$ cat config.mk
export PLATFORM = sky130hd
export DESIGN_NAME = blk_addr_seq
export DESIGN_NICKNAME = d
export VERILOG_FILES = /design/src/rtl/bta_pkg.sv /design/src/rtl/bta_popcount.sv /design/src/rtl/bta_span_calc.sv /design/src/rtl/bta_lowest_pick.sv /design/src/rtl/blk_addr_seq.sv
export SDC_FILE = /design/constraint.sdc
export NUM_CORES = 1
export LEC_CHECK = 0
export BUFFER_PORTS_ARGS = -buffer_cell sky130_fd_sc_hd__buf_2
export CORE_UTILIZATION = 25
export CTS_BUF_LIST = sky130_fd_sc_hd__clkbuf_8
export DETAILED_ROUTE_END_ITERATION = 6
export SETUP_SLACK_MARGIN = 0.5
export SLEW_MARGIN = 30
export SYNTH_ARGS = -nofsm -noshare
export SYNTH_HDL_FRONTEND = slang
export SYNTH_SLANG_ARGS = --single-unit
$ cat constraint.sdc
create_clock -name clk -period 3.6 [get_ports clk]
set_input_delay 0.18 -clock clk [delete_from_list [all_inputs] [get_ports clk]]
set_output_delay 0.18 -clock clk [all_outputs]
set_load 0.01 [all_outputs]
$ cat src/rtl/bta_pkg.sv
package bta_pkg;

  typedef enum logic [1:0] {
    MODE_INC_POST = 2'b00,
    MODE_INC_PRE  = 2'b01,
    MODE_DEC_POST = 2'b10,
    MODE_DEC_PRE  = 2'b11
  } xfer_mode_e;

  typedef enum logic [1:0] {
    ST_IDLE = 2'b00,
    ST_RUN  = 2'b01,
    ST_DONE = 2'b10
  } seq_state_e;

endpackage

$ cat src/rtl/bta_popcount.sv
module bta_popcount #(
  parameter int W = 16,
  localparam int CW = $clog2(W + 1)
) (
  input  logic [W-1:0]  bits,
  output logic [CW-1:0] count
);
  always_comb begin
    count = '0;
    for (int i = 0; i < W; i++) begin
      count = count + CW'(bits[i]);
    end
  end
endmodule

$ cat src/rtl/bta_span_calc.sv
module bta_span_calc
  import bta_pkg::*;
#(
  parameter int ADDR_W     = 32,
  parameter int CW         = 5,
  parameter int WORD_BYTES = 4,
  localparam int SH = $clog2(WORD_BYTES)
) (
  input  logic [ADDR_W-1:0] base,
  input  logic [CW-1:0]     count,
  input  xfer_mode_e        mode,
  output logic [ADDR_W-1:0] first_addr,
  output logic [ADDR_W-1:0] final_addr,
  output logic              misaligned
);
  localparam logic [ADDR_W-1:0] STEP = ADDR_W'(WORD_BYTES);

  logic [ADDR_W-1:0] span;
  assign span = ADDR_W'(count) << SH;

  always_comb begin
    unique case (mode)
      MODE_INC_POST: first_addr = base;
      MODE_INC_PRE:  first_addr = base + STEP;
      MODE_DEC_POST: first_addr = base - span + STEP;
      default:       first_addr = base - span;
    endcase
    final_addr = mode[1] ? (base - span) : (base + span);
  end

  generate
    if (SH == 0) begin : g_byte
      assign misaligned = 1'b0;
    end else begin : g_word
      assign misaligned = |base[SH-1:0];
    end
  endgenerate
endmodule

$ cat src/rtl/bta_lowest_pick.sv
module bta_lowest_pick #(
  parameter int W = 16,
  localparam int IW = $clog2(W)
) (
  input  logic          clk,
  input  logic          rst_n,
  input  logic [W-1:0]  mask,
  output logic [W-1:0]  grant,
  output logic [IW-1:0] idx,
  output logic          any
);
  assign grant = mask & (~mask + W'(1));
  assign any   = |mask;

  always_comb begin
    idx = '0;
    for (int i = W - 1; i >= 0; i--) begin
      if (mask[i]) idx = IW'(i);
    end
  end

  // at most one register picked, and it is the reported index
  assert_onehot_grant_R6: assert property (@(posedge clk) disable iff (!rst_n)
    $onehot0(grant));
  assert_grant_idx_R6: assert property (@(posedge clk) disable iff (!rst_n)
    any |-> grant[idx]);
endmodule

$ cat src/rtl/blk_addr_seq.sv
module blk_addr_seq
  import bta_pkg::*;
#(
  parameter int ADDR_W     = 32,
  parameter int NREG       = 16,
  parameter int WORD_BYTES = 4,
  localparam int IDX_W = $clog2(NREG),
  localparam int CNT_W = $clog2(NREG + 1),
  localparam int OFS_W = $clog2(WORD_BYTES)
) (
  input  logic              clk,
  input  logic              rst_n,
  input  logic              start,
  input  logic [ADDR_W-1:0] base_addr,
  input  logic [NREG-1:0]   reg_list,
  input  logic [1:0]        mode,
  input  logic              wb_en,
  output logic              busy,
  output logic              addr_valid,
  input  logic              addr_ready,
  output logic [ADDR_W-1:0] addr_out,
  output logic [IDX_W-1:0]  addr_reg,
  output logic              done,
  output logic              wb_valid,
  output logic [ADDR_W-1:0] wb_addr,
  output logic              align_err
);
  localparam logic [ADDR_W-1:0] STEP = ADDR_W'(WORD_BYTES);

  seq_state_e        state_q;
  logic [NREG-1:0]   mask_q;
  logic [ADDR_W-1:0] addr_q;
  logic [ADDR_W-1:0] wb_addr_q;
  logic              wb_q;
  logic              err_q;

  logic [CNT_W-1:0]  list_cnt;
  logic [ADDR_W-1:0] first_addr;
  logic [ADDR_W-1:0] final_addr;
  logic              misaligned;
  logic [NREG-1:0]   pick_grant;
  logic [IDX_W-1:0]  pick_idx;
  logic              pick_any;
  logic [NREG-1:0]   mask_next;

  bta_popcount #(.W(NREG)) u_count (
    .bits  (reg_list),
    .count (list_cnt)
  );

  bta_span_calc #(.ADDR_W(ADDR_W), .CW(CNT_W), .WORD_BYTES(WORD_BYTES)) u_span (
    .base       (base_addr),
    .count      (list_cnt),
    .mode       (xfer_mode_e'(mode)),
    .first_addr (first_addr),
    .final_addr (final_addr),
    .misaligned (misaligned)
  );

  bta_lowest_pick #(.W(NREG)) u_pick (
    .clk   (clk),
    .rst_n (rst_n),
    .mask  (mask_q),
    .grant (pick_grant),
    .idx   (pick_idx),
    .any   (pick_any)
  );

  assign mask_next = mask_q & ~pick_grant;

  always_ff @(posedge clk or negedge rst_n) begin
    if (!rst_n) begin
      state_q   <= ST_IDLE;
      mask_q    <= '0;
      addr_q    <= '0;
      wb_addr_q <= '0;
      wb_q      <= 1'b0;
      err_q     <= 1'b0;
    end else begin
      unique case (state_q)
        ST_IDLE: begin
          if (start) begin
            err_q     <= misaligned;
            wb_q      <= wb_en && !misaligned;
            wb_addr_q <= misaligned ? base_addr : final_addr;
            mask_q    <= misaligned ? '0 : reg_list;
            addr_q    <= first_addr;
            state_q   <= (misaligned || list_cnt == '0) ? ST_DONE : ST_RUN;
          end
        end
        ST_RUN: begin
          if (addr_ready) begin
            mask_q <= mask_next;
            addr_q <= addr_q + STEP;
            if (mask_next == '0) state_q <= ST_DONE;
          end
        end
        default: begin
          state_q <= ST_IDLE;
          err_q   <= 1'b0;
          wb_q    <= 1'b0;
        end
      endcase
    end
  end

  assign busy       = (state_q != ST_IDLE);
  assign addr_valid = (state_q == ST_RUN);
  assign addr_out   = addr_q;
  assign addr_reg   = pick_idx;
  assign done       = (state_q == ST_DONE);
  assign wb_valid   = done && wb_q;
  assign wb_addr    = wb_addr_q;
  assign align_err  = done && err_q;

  // stalled beat holds steady
  assert_hold_R7: assert property (@(posedge clk) disable iff (!rst_n)
    (addr_valid && !addr_ready) |=> (addr_valid && $stable(addr_out) && $stable(addr_reg)));
  // accepted beat is followed by a higher register one word above, or by the end
  assert_ascending_R6: assert property (@(posedge clk) disable iff (!rst_n)
    (addr_valid && addr_ready) |=>
      (!addr_valid || (addr_reg > $past(addr_reg) && addr_out == $past(addr_out) + STEP)));
  // emitted addresses are word aligned
  assert_aligned_R2: assert property (@(posedge clk) disable iff (!rst_n)
    addr_valid |-> (addr_out[OFS_W-1:0] == '0));
  // completion is a single-cycle pulse
  assert_done_pulse_R8: assert property (@(posedge clk) disable iff (!rst_n)
    done |=> !done);
  // no beat is offered in the completion cycle
  assert_no_beat_at_done_R9: assert property (@(posedge clk) disable iff (!rst_n)
    done |-> !addr_valid);
  // alignment error only at completion and never with writeback
  assert_err_done_R10: assert property (@(posedge clk) disable iff (!rst_n)
    align_err |-> (done && !wb_valid));
  // a beat is only offered while registers remain
  assert_beat_has_reg_R6: assert property (@(posedge clk) disable iff (!rst_n)
    addr_valid |-> pick_any);
endmodule

==> results of run 1 <==
==> worst max path at each step <==
stage | startpoint | end | slack, ns | cells after the start
after floorplan | reg_list[1] | addr_out[14]$_DFFE_PN0P_ | -2.69 | 22
after global routing | reg_list[1] | addr_out[20]$_DFFE_PN0P_ | -2.67 | 26
after CTS | reg_list[0] | addr_out[14]$_DFFE_PN0P_ | -2.49 | 24
after global placement | reg_list[1] | addr_out[14]$_DFFE_PN0P_ | -3.04 | 24
after detailed placement | reg_list[0] | addr_out[14]$_DFFE_PN0P_ | -3.13 | 24
final | reg_list[0] | addr_out[14]$_DFFE_PN0P_ | -2.51 | 23
==> through the flow <==
| step | setup TNS [ns] | util (%) |
|---|---|---|
| final | -114.00 | 39.2 |
| after CTS | -114.02 | 37.6 |
| after floorplan | -111.97 | - |
| after detailed placement | -147.83 | 33.6 |
| after global placement | -144.58 | 33.6 |
| after global routing | -125.07 | 39.2 |
==> layout make-up <==
cell class	count	area share, %
clock buffer	9	0.960
clock inverter	7	0.766
inverter	47	1.39
multi-input combinational	942	55.3
sequential	84	16.3
tap	442	4.29
timing repair buffer	369	21.0
==> timing repair <==
action                     CTS  global route
hold buffers                 5             0
pin swaps                   89            71
setup endpoints to repair   62            62
setup buffers               33            13
gates resized for setup    185            95
hold endpoints to repair    57             0
==> power groups by stage <==
stage / logic, mW / registers, mW / clock network (mW)
floorplan: 3.06 / 1.88 / 0
global placement: 5.30 / 1.84 / 0
detailed placement: 5.37 / 1.85 / 0
CTS: 6.17 / 1.84 / 0.844
global route: 7.04 / 1.91 / 0.870
finish: 6.50 / 1.84 / 0.819
==> layer usage <==
metal	GRT usage [%]	routed length, um	up-vias	part of all wire (%)
met5	0	0	-	0
met4	8.72	1430	0	3.9
met3	2.66	1910	81	5.3
met2	36.0	18000	379	50
met1	25.5	14900	5006	41
li1	-	-	4767	-
==> worst max-delay path, cell delays in order <==
cell,delay (ns)
buf_6,0.10
ha_4,0.25
inv_2,0.03
fa_1,0.49
inv_2,0.04
fa_1,0.48
fa_1,0.51
inv_1,0.05
fa_1,0.45
fa_2,0.37
fa_2,0.56
inv_2,0.06
buf_6,0.12
fa_2,0.37
nor4_4,0.38
or4_4,0.20
nor4_2,0.04
xnor2_1,0.15
or4_4,0.55
or4_4,0.55
xor2_1,0.16
a211oi_2,0.23
a311oi_1,0.07
==> placed cells by master (no fill, tap or decap), types with 8 or more instances in the layout <==
| cell | count |
|---|---|
| nand2_1 | 118 |
| or2_2 | 8 |
| o21ai_1 | 41 |
| buf_6 | 55 |
| fa_1 | 8 |
| nor2_2 | 12 |
| xnor2_1 | 42 |
| clkbuf_8 | 9 |
| a21oi_2 | 22 |
| a22o_1 | 13 |
| dfrtp_1 | 84 |
| or3_4 | 8 |
| a21oi_1 | 80 |
| inv_1 | 37 |
| nor3_1 | 28 |
| nor2b_1 | 11 |
| xor2_1 | 17 |
| or4_4 | 8 |
| nor4_1 | 9 |
| o21ai_0 | 54 |
| nor2_1 | 91 |
| a31oi_1 | 16 |
| ha_1 | 13 |
| nor3_2 | 9 |
| a21o_1 | 10 |
| nor3_4 | 12 |
| and3_1 | 16 |
| xnor2_2 | 17 |
| nand2_2 | 10 |
| nand4_1 | 19 |
| inv_2 | 8 |
| nand3_1 | 34 |
| nor4_4 | 13 |
| buf_4 | 183 |
| or4_1 | 9 |
| or3_1 | 9 |
| o22ai_1 | 9 |
| buf_2 | 124 |
==> state kept, by name, indices dropped and copies added (netlist names) <==
signal    cells
addr_out     32
wb_q          1
state_q       2
mask_q       16
wb_addr      32
err_q         1
==> logic make-up after synthesis <==
| family | Yosys count | synth area share, % |
|---|---|---|
| simple gates | 469 | 27.8 |
| compound gates | 349 | 25.6 |
| fa+ha+maj | 37 | 6.43 |
| flops | 84 | 24.9 |
| buf+inv | 135 | 6.19 |
| mux | 5 | 0.592 |
| xor+xnor | 82 | 8.50 |
==> results.toml, run 1 <==
[floorplan]
rows = 66
ioPinCount = 128
die_h_um = 186
dieArea_um2 = 34500
core_area_um2 = 32900
start_util_pct = 25.7
die_x_um = 186

[drt]
post-route-drc-count = 0
drt_iter0_markers = 890
wl_per_cell_um = 19.1
postRouteAntennaNets = 0
via_count = 10200
wl_mm = 36.3
via_per_inst = 5.39
dr.pass1.iters = 5

[critical_path]
required_ns = 3.88
regToRegSetupSlack_ns = 0.57
arrival_ns = 6.38
cp-end-kind = "register"
reg2reg_to = "state_q[1]$_DFFE_PN0P_"
rr_startpoint = "mask_q[0]$_DFFE_PN0P_"
startpoint_type = "input port"
crit_type = "in2reg"
reg2reg_depth = 10
cp_max_fo = 3

[worst_hold_path]
holdPathEnd = "addr_out[1]$_DFFE_PN0P_"
hp-class = "in2reg"
hp-start = "base_addr[1]"
whs_path_depth = 3

[sta]
fin_crit_ns = 6.11
fin_crit_sh_pct = 170
tightestPinTransition_ns = 0.855
rsz0062_at_grt = "true"
max_freq_ghz = 0.164
setup_ws_ns = -2.51
relSlewSlack_pct = 42.9
hold_viol = 0
finalSetupViolCount = 61
hold_slack_ns = 0.0316
finClkSkew_ns = 0.0169
slew_violations = 0

[yosys]
synth_edf_count = 0
ys_seq_area_share_pct = 24.9
synth_top_area_cell = "dfrtp_1"
yosysWarnings = 0
synth_area_um2 = 8450
synth_seq_cells = 84
yosysMostFrequentCell = "nand2_1"
syn_nets = 1249
syn_inst = 1161
yosys.area.top_type_share_pct = 24.9
yosysUniqueCellTypes = 79
synth_common_cells = "nand2_1, nor2_1, a21oi_1, o21ai_0, dfrtp_1"
synth_area_leaders = "dfrtp_1, a21oi_1, xnor2_1"
synthFlopType = "dfrtp_1"
ys_async_sr_fraction_pct = 100
syn_avg_cell_area_um2 = 7.28

[status]
status = "finished with violations"
violations = "negative setup slack"

[pwr]
pwr_density_cell_nw_per_um2 = 710
p_sw_share_pct = 46.7
internal-power_mw = 4.88
switchingPower_mw = 4.27
power.leakage_nw = 5.26
p_comb_share_pct = 71.0
seqPwrFrac_pct = 20.0
clkPwrFrac_pct = 8.9
ir_worst_vdd_v = 0.000404
p_total_mw = 9.16

[clock_tree]
numCtsBuffers = 9
cts_tree = "built"
insertion_delay_ns = 0.41
path_clk_slew_ns = 0.10
htree_levels = 3
ctsRootBufferMaster = "clkbuf_8"
cts.path.max_buffers = 2
cts.sinks = 84

[global_routing]
track_usage_pct = 20.7
grt_antenna_before_repair = 0
overflow = 0
grt_max_degree = 55
grt_pass1_wl_mm = 54.9
grt_pass1_vias = 9837

[layout]
final-seq-area_um2 = 2100
final_nets = 1541
stdcell_area_um2 = 12900
multi_input_area_um2 = 7130
area_growth_pct = 52.7
drive_gt1_share_pct = 40.9
antenna_cells = 0
layout.cells.non_filler = 1900
fillerInstances = 3403

[placed_design]
dp_cells = 1833
post_dp_cell_area_um2 = 11000
place_congestion = 0.936
portBuffers = 127
dpl.hpwl_mm = 26.5
place_ws_ns = -3.13

[job]
maxCapViolCount = 0
No activity file was read; power rests on OpenSTA's default activity.
==> inputs of run 2 (changes only) <==
--- a/config.mk
+++ b/config.mk
@@ -14,3 +14,4 @@
 export SYNTH_ARGS = -nofsm -noshare
 export SYNTH_HDL_FRONTEND = slang
 export SYNTH_SLANG_ARGS = --single-unit
+export TNS_END_PERCENT = 20
==> run 2 against run 1 <==
Net effect:
- the flow still finishes with violations (negative setup slack)
- register-to-register slack improved by 0.02 ns
- sequential share of layout area grew 1.3 points
- global-route usage decreased by 1.0 points
- highest routed layer unchanged
- clock power shrank 8.9%
- routed wire length fell by 8.7%
- cell count is 1.1% lower
- die area did not move
- via count shrank 4.8%
- hold slack improved by 0.012 ns
==> results.toml, run 2 (synthesis results as in run 1) <==
[global_routing]
track_usage_pct = 19.6
grt_antenna_before_repair = 0
grt_pass1_wl_mm = 52.7
overflow = 0
grt_max_degree = 70
grt_pass1_vias = 9330

[critical_path]
cp_max_fo = 5
cp-end-kind = "register"
crit_path_start = "reg_list[1]"
required_ns = 3.90
critical_path.most_common_cell = "fa_1"
startpoint_type = "input port"
critPathBufInv = 8
arrival_ns = 6.43
rr_startpoint = "mask_q[0]$_DFFE_PN0P_"
critPathTopFamily = "adder cells"
critPathMaxStageDelay_ns = 0.58
crit_type = "in2reg"
critPathSlowestCell = "fa_2"

[sta]
relSlewSlack_pct = 44.5
max_freq_ghz = 0.163
finClkSkew_ns = 0.0108
tightestPinTransition_ns = 0.824
hold_viol = 0
fin_crit_sh_pct = 170
final.setup.tns_ns = -114.78
fin_crit_ns = 6.13
finalSetupViolCount = 62
slew_violations = 0
rsz0062_at_grt = "true"
setup_ws_ns = -2.53

[placed_design]
place_ws_ns = -3.14
portBuffers = 127
dp_cells = 1844
dpl.hpwl_mm = 25.4
place_congestion = 0.936
post_dp_cell_area_um2 = 11000

[layout]
final_nets = 1521
layout.cells.non_filler = 1880
fin_util_pct = 36.4
drive_gt1_share_pct = 34.6
stdcell_area_um2 = 12000
antenna_cells = 0
area_growth_pct = 41.5
fillerInstances = 3469
final-seq-area_um2 = 2100
layout_commonest_cell = "buf_4"
multi_input_area_um2 = 6520
most-common-layout-cells = "buf_4, nand2_1, buf_2, nor2_1, a21oi_1"

[floorplan]
die_x_um = 186
dieArea_um2 = 34500
ioPinCount = 128
start_util_pct = 25.7
rows = 66
core_area_um2 = 32900
die_h_um = 186

[clock_tree]
htree_levels = 3
numCtsBuffers = 9
cts.path.max_buffers = 2
cts.sinks = 84
ctsRootBufferMaster = "clkbuf_8"
cts_tree = "built"
path_clk_slew_ns = 0.10
insertion_delay_ns = 0.40

[pwr]
clkPwrFrac_pct = 8.7
p_sw_share_pct = 47.0
ir_worst_vdd_v = 0.000452
switchingPower_mw = 4.04
power.leakage_nw = 4.89
pwr_density_cell_nw_per_um2 = 719
internal-power_mw = 4.55
p_comb_share_pct = 69.9
seqPwrFrac_pct = 21.4

[drt]
post-route-drc-count = 0
wl_mm = 33.1
via_per_inst = 5.18
postRouteAntennaNets = 0
dr.pass1.iters = 5
drt_iter0_markers = 749
via_count = 9737
wl_per_cell_um = 17.6

[status]
violations = "negative setup slack"
status = "finished with violations"

[worst_hold_path]
hp-class = "in2reg"
hp-start = "reg_list[7]"

[job]
maxCapViolCount = 0
-- run 2: power groups by stage --
stage               clock network [mW]  registers [mW]  logic (mW)
global placement                     0            1.82        5.33
detailed placement                   0            1.85        5.40
global route                     0.800            1.92        6.62
CTS                              0.772            1.83        5.84
finish                           0.746            1.84        6.01
floorplan                            0            1.88        2.96
-- run 2: layout make-up --
cell class,count,area share (%)
repair buffers,349,20.1
clock buffers,9,1.04
multi-input cells,942,54.5
flip-flops and latches,84,17.6
inverters,47,1.50
clock inverters,7,0.618
well taps,442,4.63
-- run 2: path summary, 6_finish.rpt --
kind,endpoint,slack [ns],cells past startpoint
max,addr_out[10]$_DFFE_PN0P_,-2.53,26
min,mask_q[7]$_DFFE_PN0P_,0.04,2
max reg2reg,state_q[1]$_DFFE_PN0P_,0.59,10
min reg2reg,wb_addr[1]$_DFFE_PN0P_,0.48,2
max in group asynchronous,addr_out[27]$_DFFE_PN0P_,2.53,3
min in group asynchronous,wb_addr[6]$_DFFE_PN0P_,0.36,2
-- run 2: metal layers --
layer | vias to the layer above | part of all wire [%] | wire length, um | GRT usage (%)
met1 | 4622 | 48 | 15900 | 28.2
li1 | 4744 | - | - | -
met3 | 36 | 6.3 | 2090 | 3.35
met4 | 0 | 1.7 | 570 | 5.28
met2 | 335 | 44 | 14600 | 30.0
met5 | - | 0 | 0 | 0
-- run 2: repair_timing --
action                     in CTS  in global routing
setup buffers                   8                  7
pin swaps                      28                 21
setup endpoints to repair      62                 62
hold endpoints to repair       73                  0
cloned                          0                  0
resized for setup             105                 41
hold buffers                    5                  0
-- run 2: stage by stage --
| stage | hold slack (ns) | power (mW) |
|---|---|---|
| after floorplan | -0.116 | 4.85 |
| after global placement | 0.391 | 7.15 |
| after detailed placement | 0.391 | 7.25 |
| after CTS | 0.0171 | 8.44 |
| after global routing | 0.0642 | 9.33 |
| final | 0.0433 | 8.60 |
-- run 2: worst register-to-register path, stage by stage, from the launching register on --
cell      delay, ns
dfrtp_1        0.47
or4_1          0.67
nand2b_1       0.25
nor3_1         0.22
nand2_1        0.16
maj3_1         0.39
nor2_1         0.09
o221ai_1       0.12
a21oi_1        0.27
a21oi_1        0.11
nor3_1         0.18
